$ cat src/rtl/hls_pkg.sv
package hls_pkg;

    typedef enum logic [2:0] {
        ST_IDLE      = 3'd0,
        ST_RX_CMD    = 3'd1,
        ST_RX_PARAM  = 3'd2,
        ST_TX_STATUS = 3'd3,
        ST_TX_DATA   = 3'd4,
        ST_FINAL     = 3'd5
    } hls_state_e;

    localparam int STAT_INVALID = 0;
    localparam int STAT_NOPARAM = 1;
    localparam int STAT_OVERRUN = 2;
    localparam int STAT_PARITY  = 3;

    localparam logic [7:0] CMD_CLAMP = 8'h7F;

endpackage

$ cat src/rtl/hls_sync.sv
module hls_sync #(
    parameter int   STAGES  = 2,
    parameter logic RST_VAL = 1'b1
) (
    input  logic clk,
    input  logic rst_n,
    input  logic din,
    output logic dout
);
    logic [STAGES-1:0] chain_q;

    always_ff @(posedge clk or negedge rst_n) begin
        if (!rst_n) chain_q <= {STAGES{RST_VAL}};
        else        chain_q <= {chain_q[STAGES-2:0], din};
    end

    assign dout = chain_q[STAGES-1];
endmodule

$ cat src/rtl/hls_uart_rx.sv
module hls_uart_rx #(
    parameter int BIT_TICKS = 16
) (
    input  logic       clk,
    input  logic       rst_n,
    input  logic       en,
    input  logic       line,
    output logic       byte_valid,
    output logic [7:0] byte_data
);
    localparam int CW = $clog2(BIT_TICKS + BIT_TICKS / 2 + 1);
    localparam logic [CW-1:0] FIRST_WAIT = CW'(BIT_TICKS + BIT_TICKS / 2 - 1);
    localparam logic [CW-1:0] NEXT_WAIT  = CW'(BIT_TICKS - 1);

    logic          active_q;
    logic [CW-1:0] wait_q;
    logic [3:0]    bitn_q;
    logic [7:0]    shift_q;
    logic          valid_q;

    always_ff @(posedge clk or negedge rst_n) begin
        if (!rst_n) begin
            active_q <= 1'b0;
            wait_q   <= '0;
            bitn_q   <= '0;
            shift_q  <= '0;
            valid_q  <= 1'b0;
        end else begin
            valid_q <= 1'b0;
            if (!en) begin
                active_q <= 1'b0;
            end else if (!active_q) begin
                if (!line) begin
                    active_q <= 1'b1;
                    wait_q   <= FIRST_WAIT;
                    bitn_q   <= '0;
                end
            end else if (wait_q != '0) begin
                wait_q <= wait_q - 1'b1;
            end else if (bitn_q < 4'd8) begin
                shift_q <= {line, shift_q[7:1]};
                bitn_q  <= bitn_q + 1'b1;
                wait_q  <= NEXT_WAIT;
            end else begin
                active_q <= 1'b0;
                valid_q  <= line;
            end
        end
    end

    assign byte_valid = valid_q;
    assign byte_data  = shift_q;

    // a byte is only delivered while the receiver is enabled
    p_rx_gated_r10: assert property (@(posedge clk) disable iff (!rst_n)
        byte_valid |-> $past(en));
endmodule

$ cat src/rtl/hls_uart_tx.sv
module hls_uart_tx #(
    parameter int BIT_TICKS = 16
) (
    input  logic       clk,
    input  logic       rst_n,
    input  logic       load,
    input  logic [7:0] data,
    output logic       busy,
    output logic       line_low
);
    localparam int CW = $clog2(BIT_TICKS + 1);
    localparam logic [CW-1:0] BIT_WAIT = CW'(BIT_TICKS - 1);

    logic [9:0]    frame_q;
    logic [3:0]    left_q;
    logic [CW-1:0] wait_q;

    always_ff @(posedge clk or negedge rst_n) begin
        if (!rst_n) begin
            frame_q <= '1;
            left_q  <= '0;
            wait_q  <= '0;
        end else if (load && left_q == 4'd0) begin
            frame_q <= {1'b1, data, 1'b0};
            left_q  <= 4'd10;
            wait_q  <= BIT_WAIT;
        end else if (left_q != 4'd0) begin
            if (wait_q != '0) begin
                wait_q <= wait_q - 1'b1;
            end else begin
                frame_q <= {1'b1, frame_q[9:1]};
                left_q  <= left_q - 1'b1;
                wait_q  <= BIT_WAIT;
            end
        end
    end

    assign busy     = (left_q != 4'd0);
    assign line_low = busy && !frame_q[0];

    // a frame always opens with a low start bit
    p_start_low_r8: assert property (@(posedge clk) disable iff (!rst_n)
        $rose(busy) |-> line_low);
endmodule

$ cat src/rtl/hls_txq.sv
module hls_txq #(
    parameter int W     = 8,
    parameter int DEPTH = 4
) (
    input  logic         clk,
    input  logic         rst_n,
    input  logic         clr,
    input  logic         push,
    input  logic [W-1:0] din,
    input  logic         pop,
    output logic [W-1:0] dout,
    output logic         empty,
    output logic         full
);
    localparam int AW = (DEPTH > 1) ? $clog2(DEPTH) : 1;
    localparam logic [AW-1:0] LAST = AW'(DEPTH - 1);
    localparam logic [AW:0]   CAP  = (AW + 1)'(DEPTH);

    logic [W-1:0]  mem_q [DEPTH];
    logic [AW-1:0] wp_q, rp_q;
    logic [AW:0]   cnt_q;
    logic          do_push, do_pop;

    assign empty   = (cnt_q == '0);
    assign full    = (cnt_q == CAP);
    assign do_push = push && !full;
    assign do_pop  = pop && !empty;
    assign dout    = mem_q[rp_q];

    always_ff @(posedge clk) begin
        if (do_push) mem_q[wp_q] <= din;
    end

    always_ff @(posedge clk or negedge rst_n) begin
        if (!rst_n) begin
            wp_q  <= '0;
            rp_q  <= '0;
            cnt_q <= '0;
        end else if (clr) begin
            wp_q  <= '0;
            rp_q  <= '0;
            cnt_q <= '0;
        end else begin
            if (do_push) wp_q <= (wp_q == LAST) ? '0 : wp_q + 1'b1;
            if (do_pop)  rp_q <= (rp_q == LAST) ? '0 : rp_q + 1'b1;
            case ({do_push, do_pop})
                2'b10:   cnt_q <= cnt_q + 1'b1;
                2'b01:   cnt_q <= cnt_q - 1'b1;
                default: cnt_q <= cnt_q;
            endcase
        end
    end

    // reply queue occupancy never exceeds its capacity
    p_count_bound_r8: assert property (@(posedge clk) disable iff (!rst_n)
        cnt_q <= CAP);
endmodule

$ cat src/rtl/hostlink_slave.sv
module hostlink_slave
    import hls_pkg::*;
#(
    parameter int CLK_HZ    = 96_000_000,
    parameter int BAUD      = 9600,
    parameter int NUM_CMDS  = 8,
    parameter int TXQ_DEPTH = 4
) (
    input  logic       clk,
    input  logic       rst_n,
    input  logic       dq_pad_in,
    output logic       dq_drive_low,
    input  logic       we_pad_in,
    output logic       we_drive_low,
    output logic       cmd_valid,
    output logic       cmd_first,
    output logic [7:0] cmd_byte,
    input  logic       cmd_take,
    input  logic       term_par_err,
    output logic       rsp_ready,
    input  logic       rsp_valid,
    input  logic [7:0] rsp_data,
    input  logic       rsp_done
);
    localparam int BIT_TICKS = CLK_HZ / BAUD;
    localparam logic [8:0] NCMD = 9'(NUM_CMDS);

    hls_state_e state_q, state_d;

    logic       we_s, dq_s, we_prev_q, we_fall, we_rise;
    logic       rx_en, rx_valid;
    logic [7:0] rx_data, rx_cmd;
    logic       tx_busy, tx_low, tx_load;
    logic       q_clr, q_push, q_empty, q_full;
    logic [7:0] q_din, q_dout, status;
    logic       pend_q, first_q, inv_q, noparam_q, ovr_q, par_q, we_low_q;
    logic [7:0] byte_q;

    hls_sync #(.STAGES(2), .RST_VAL(1'b1)) u_we_sync (
        .clk(clk), .rst_n(rst_n), .din(we_pad_in), .dout(we_s));
    hls_sync #(.STAGES(2), .RST_VAL(1'b1)) u_dq_sync (
        .clk(clk), .rst_n(rst_n), .din(dq_pad_in), .dout(dq_s));

    always_ff @(posedge clk or negedge rst_n) begin
        if (!rst_n) we_prev_q <= 1'b1;
        else        we_prev_q <= we_s;
    end
    assign we_fall = we_prev_q && !we_s;
    assign we_rise = !we_prev_q && we_s;

    assign rx_en = (state_q == ST_RX_CMD) || (state_q == ST_RX_PARAM);

    hls_uart_rx #(.BIT_TICKS(BIT_TICKS)) u_rx (
        .clk(clk), .rst_n(rst_n), .en(rx_en), .line(dq_s),
        .byte_valid(rx_valid), .byte_data(rx_data));

    // ---------------- next state ----------------
    always_comb begin
        state_d = state_q;
        unique case (state_q)
            ST_IDLE:      if (we_fall) state_d = ST_RX_CMD;
            ST_RX_CMD: begin
                if (we_rise)       state_d = ST_TX_STATUS;
                else if (rx_valid) state_d = ST_RX_PARAM;
            end
            ST_RX_PARAM:  if (we_rise) state_d = ST_TX_STATUS;
            ST_TX_STATUS: state_d = ST_TX_DATA;
            ST_TX_DATA:   if (rsp_done) state_d = ST_FINAL;
            ST_FINAL:     if (q_empty && !tx_busy) state_d = ST_IDLE;
            default:      state_d = ST_IDLE;
        endcase
    end

    // ---------------- state register ----------------
    always_ff @(posedge clk or negedge rst_n) begin
        if (!rst_n) state_q <= ST_IDLE;
        else        state_q <= state_d;
    end

    // ---------------- outputs ----------------
    always_ff @(posedge clk or negedge rst_n) begin
        if (!rst_n) we_low_q <= 1'b0;
        else        we_low_q <= (state_d == ST_TX_STATUS) || (state_d == ST_TX_DATA) ||
                                (state_d == ST_FINAL);
    end

    assign we_drive_low = we_low_q;
    assign dq_drive_low = tx_low;
    assign cmd_valid    = pend_q;
    assign cmd_first    = first_q;
    assign cmd_byte     = byte_q;
    assign rsp_ready    = (state_q == ST_TX_DATA) && !q_full;

    // ---------------- receive-side flags ----------------
    assign rx_cmd = rx_data[7] ? CMD_CLAMP : rx_data;

    always_comb begin
        status = 8'h00;
        status[STAT_INVALID] = inv_q;
        status[STAT_NOPARAM] = noparam_q;
        status[STAT_OVERRUN] = ovr_q;
        status[STAT_PARITY]  = par_q;
    end

    always_ff @(posedge clk or negedge rst_n) begin
        if (!rst_n) begin
            pend_q    <= 1'b0;
            first_q   <= 1'b0;
            byte_q    <= '0;
            inv_q     <= 1'b0;
            noparam_q <= 1'b0;
            ovr_q     <= 1'b0;
            par_q     <= 1'b0;
        end else if (state_q == ST_IDLE && we_fall) begin
            pend_q    <= 1'b0;
            inv_q     <= 1'b0;
            noparam_q <= 1'b0;
            ovr_q     <= 1'b0;
            par_q     <= 1'b0;
        end else begin
            logic pend_n;
            pend_n = pend_q;
            if (cmd_take && pend_q) begin
                pend_n = 1'b0;
                if (!first_q) noparam_q <= 1'b0;
            end
            if (term_par_err && state_q != ST_IDLE) par_q <= 1'b1;
            if (rx_valid && state_q == ST_RX_CMD && !we_rise) begin
                inv_q     <= ({1'b0, rx_cmd} >= NCMD);
                noparam_q <= 1'b1;
                par_q     <= term_par_err;
                if (pend_n) ovr_q <= 1'b1;
                else begin
                    pend_n  = 1'b1;
                    first_q <= 1'b1;
                    byte_q  <= rx_cmd;
                end
            end else if (rx_valid && state_q == ST_RX_PARAM && !we_rise && !inv_q) begin
                if (pend_n) ovr_q <= 1'b1;
                else begin
                    pend_n  = 1'b1;
                    first_q <= 1'b0;
                    byte_q  <= rx_data;
                end
            end
            if (state_q == ST_TX_STATUS) ovr_q <= 1'b0;
            pend_q <= pend_n;
        end
    end

    // ---------------- transmit path ----------------
    assign q_clr   = (state_q == ST_IDLE) && we_fall;
    assign q_push  = (state_q == ST_TX_STATUS) || (rsp_valid && rsp_ready);
    assign q_din   = (state_q == ST_TX_STATUS) ? status : rsp_data;
    assign tx_load = !tx_busy && !q_empty &&
                     (state_q == ST_TX_DATA || state_q == ST_FINAL);

    hls_txq #(.W(8), .DEPTH(TXQ_DEPTH)) u_txq (
        .clk(clk), .rst_n(rst_n), .clr(q_clr), .push(q_push), .din(q_din),
        .pop(tx_load), .dout(q_dout), .empty(q_empty), .full(q_full));

    hls_uart_tx #(.BIT_TICKS(BIT_TICKS)) u_tx (
        .clk(clk), .rst_n(rst_n), .load(tx_load), .data(q_dout),
        .busy(tx_busy), .line_low(tx_low));

    // ---------------- assertions ----------------
    // data line is only pulled while the slave holds the strobe
    p_dq_under_we_r8: assert property (@(posedge clk) disable iff (!rst_n)
        dq_drive_low |-> we_drive_low);
    // the command byte never carries bit 7
    p_cmd_clamped_r2: assert property (@(posedge clk) disable iff (!rst_n)
        (cmd_valid && cmd_first) |-> !cmd_byte[7]);
    // an offered byte holds until taken
    p_cmd_hold_r3: assert property (@(posedge clk) disable iff (!rst_n)
        (cmd_valid && !cmd_take && state_q != ST_IDLE) |=>
        (cmd_valid && $stable(cmd_byte) && $stable(cmd_first)));
    // no parameter is offered after an invalid command
    p_no_param_invalid_r4: assert property (@(posedge clk) disable iff (!rst_n)
        (cmd_valid && !cmd_first) |-> !inv_q);
    // strobe released only with an empty queue and idle shifter
    p_clean_release_r9: assert property (@(posedge clk) disable iff (!rst_n)
        $fell(we_drive_low) |-> (q_empty && !tx_busy));
    // no drive of the data line while receiving
    p_rx_quiet_r10: assert property (@(posedge clk) disable iff (!rst_n)
        rx_en |-> !dq_drive_low);
endmodule

$ cat config.mk
export PLATFORM = sky130hd
export DESIGN_NAME = hostlink_slave
export DESIGN_NICKNAME = d
export VERILOG_FILES = /design/src/rtl/hls_pkg.sv /design/src/rtl/hls_sync.sv /design/src/rtl/hls_uart_rx.sv /design/src/rtl/hls_uart_tx.sv /design/src/rtl/hls_txq.sv /design/src/rtl/hostlink_slave.sv
export SDC_FILE = /design/constraint.sdc
export NUM_CORES = 1
export LEC_CHECK = 0
export ABC_AREA = 1
export BUFFER_PORTS_ARGS = -buffer_cell sky130_fd_sc_hd__clkbuf_2
export CORE_MARGIN = 1
export CORE_UTILIZATION = 57
export DETAILED_ROUTE_END_ITERATION = 12
export GPL_TIMING_DRIVEN = 0
export PLACE_DENSITY = 0.79
export SETUP_SLACK_MARGIN = 0.1
export SYNTH_ARGS = -nofsm -noshare
export SYNTH_HDL_FRONTEND = slang
export SYNTH_SLANG_ARGS = --single-unit
export TNS_END_PERCENT = 1
$ cat constraint.sdc
create_clock -name clk -period 3.5 [get_ports clk]
set_input_delay 0.7 -clock clk [delete_from_list [all_inputs] [get_ports clk]]
set_output_delay 0.7 -clock clk [all_outputs]
set_load 0.005 [all_outputs]
==> key figures <==
Logic synthesis
  – Most frequent cell after synthesis: nand2_1
  – Cell taking the most area after synthesis: dfrtp_1
  – Compound-cell area share of the yosys netlist: 6.94%
  – Synth Area in XOR/XNOR: 1.33%
  – Mean Syn Cell Area: 8.44 um2
  – FFs w/ async S/R, synth: 72.6%
  – Synth Area in Adders: 2.86%
  – Register bit total from synthesis: 117
  – Most used DFF post-synth: dfrtp_1
  – Post-Synthesis Cells: 705
  – Mux contribution to synthesized area: 0%
  – Ys Warns: 0
  – Synth Area in Simple Gates: 29.9%
  – Largest family of logic cells by synthesized area: simple AND/OR/NAND/NOR gates
  – Synth Net Count: 734
  – Sequential area share after synthesis: 52.2%
  – Mapped cell area: 0.00595 mm2
  – Top post-synthesis cells by count: 183 x nand2_1, 100 x nor2_1, 72 x inv_1
  – Post-synth top area share: 29.9%
  – Synth cell types: 39
  – Number of flops mapped to enable cells by yosys: 32
  – Synth top area cells: dfrtp_1 30%, edfxtp_1 16%, nand2_1 12%

Power
  – Peak VDD IR: 0.465 mV
  – Total design power: 5.55 mW
  – PwrDens: 805 mW/mm2
  – Leak pwr: 3.34 nW

Timing
  – Final Skew: 6.57 ps
  – Hold WS: 183 ps
  – Hold Fails Final Rpt: 0
  – Max Clk Rate: 426 MHz
  – PnR worst setup slack: 1150 ps
  – Min Tclk post-route: 2350 ps
  – Worst-margin pin slew: 874 ps
  – TNS Setup: 0 ps
  – Fin crit share: 67.1%
  – RSZ-0062 raised after global routing: false
  – Final setup fails: 0
  – Slew Viols, Final: 0
  – Slew margin rel.: 41.5%

Clock network
  – CTS buffer count: 17
  – Hold Buf Count CTS: 0
  – Clk buf depth: 2
  – CTS tree: yes
  – Post-CTS Setup Bufs: 0
  – Worst skew pair latency: 550 ps
  – Worst-path clk slew: 60 ps
  – Cts repair resizes: 0
  – # clock sinks: 117
  – Root buf cell: clkbuf_8
  – H-tree Lvls: 4

Placed design
  – Placed cell count: 867
  – Post-DP HPWL: 8940 um
  – Setup slack at placement: 1130 ps
  – PortBufs: 28
  – GPL Wtd Cong: 0.880

Critical path
  – Reg2reg setup slack: 1180 ps
  – Worst r2r path cells: 15
  – R2R Path Start: u_tx.left_q[0]
  – Required @ worst endpoint: 2800 ps
  – Endpoint type of the worst setup path: output port
  – Crit path capture: dq_drive_low
  – Worst setup SP type: flip-flop
  – Worst r2r dst: u_txq.cnt_q[2]
  – Worst path slowest cell: dfrtp_1
  – Crit path from: u_tx.left_q[0]
  – Critical path class: flip-flop to output port
  – Crit-path max cell delay: 360 ps
  – Worst-path cell chain: inv_1, ha_1, nand2_2, nor2_8, nor2_1, clkbuf_2
  – Critical Path Fanout Max: 8
  – WP data arrival: 1650 ps

Global routing
  – Congestion Overflow GR: 0
  – Initial antenna violation count: 0
  – GRT Overall Usage: 27.1%
  – Vias in the first global route: 4919
  – First-pass GRT wire length: 22700 um
  – Largest net degree at the start of global routing: 44

Run status
  – Status: completed

Floorplan
  – Row cnt: 36
  – DIE HEIGHT: 104 um
  – IO Count: 29
  – Starting Density: 59.8%
  – Core area: 0.00995 mm2
  – Die Wd: 104 um
  – Die Area: 0.0108 mm2

Finish
  – Antenna Cells: 0
  – Layout cells sized above 1: 16.3%
  – Final Non-Filler Cells: 899
  – Nets: 782
  – Fill cell count: 772
  – Area growth, synth to finish: 15.9%

Detailed routing
  – DRC: 0
  – Initial detailed-routing violation count: 326
  – WL per Instance: 14.9 um
  – Initial DRT Pass Iterations: 5
  – Final WL: 13400 um
  – Via Count: 4927
  – Vias per inst: 5.48
  – Detail Route Antenna Nets: 0

Hold path
  – Hold Crit Class: input pin to async pin

Run
  – Max Cap Violations: 0
## layout by cell type, fill, tap and decap left out, drive strengths merged, types with 4 or more instances in the layout
cell type,count
a21oi,9
buf,13
clkbuf,52
clkinv,6
dfrtp,71
dfstp,14
edfxtp,32
ha,12
inv,78
nand2,195
nand3,62
nand4,18
nor2,105
nor3,10
o211ai,4
o21ai,55
or2,6
xnor2,6
## cell type report
type	count	area, um2	area share (%)
clock inverters	11	149	2.16
well taps	133	166	2.41
plain buffers	15	108	1.56
inverters	79	297	4.30
multi-input cells	494	2440	35.4
clock buffers	21	470	6.82
flip-flops and latches	117	3110	45.0
repair buffers	29	163	2.36
## flip-flops by register name, indices dropped and copies added, names as in the netlist, 2 cells and up
signal,cells
u_txq.cnt_q,3
u_txq.mem_q,32
u_tx.left_q,4
u_rx.bitn_q,4
u_txq.wp_q,2
u_tx.wait_q,14
u_rx.byte_data,8
state_q,3
u_we_sync.chain_q,2
u_dq_sync.chain_q,2
u_rx.wait_q,14
u_txq.rp_q,2
u_tx.frame_q,9
cmd_byte,8
## layer usage
metal | wire [um] | share of wire [%] | vias up | track usage, %
li1 | - | - | 2379 | -
met1 | 5550 | 42 | 2345 | 32.0
met2 | 6760 | 51 | 161 | 45.8
met3 | 678 | 5.1 | 42 | 7.02
met4 | 373 | 2.8 | 0 | 13.6
met5 | 0 | 0 | - | 0
## worst max-delay path, delay by kind of cell (launching register included)
family	cells	cell delay, ps
buffers and inverters	2	240
DFF	1	360
and+or+nand+nor	3	330
adders and majority gates	1	190
## power by group
group	internal, mW	switching [mW]	leakage [nW]
sequential	1.73	0.226	1.35
combinational	0.592	1.21	1.70
clock	1.16	0.631	0.295
## per-stage QoR
step	instance area, um2	util, %
6_report	6900	69.3
5_1_grt	6900	69.3
4_1_cts	6900	69.3
3_5_place_dp	6280	63.1
3_3_place_gp	6250	62.8
2_1_floorplan	5950	-
## logic make-up after synthesis
family	count (synthesis)
AOI/OAI and AO/OA	73
xor gates and xnor gates	9
adders and majority gates	13
buffers and inverters	94
DFF	117
and+or+nand+nor	399
## worst min-delay path by stage
| stage | start | end | depth (start not counted) |
|---|---|---|---|
| 6_report | rst_n | u_txq.rp_q[0] | 1 |
| 5_1_grt | dq_pad_in | u_dq_sync.chain_q[0] | 1 |
| 4_1_cts | rst_n | u_txq.rp_q[0] | 1 |
| 3_5_place_dp | u_dq_sync.chain_q[0] | u_dq_sync.chain_q[1] | 0 |
| 3_3_place_gp | u_dq_sync.chain_q[0] | u_dq_sync.chain_q[1] | 0 |
| 2_1_floorplan | u_dq_sync.chain_q[0] | u_dq_sync.chain_q[1] | 0 |
No activity file was read; power rests on OpenSTA's default activity.
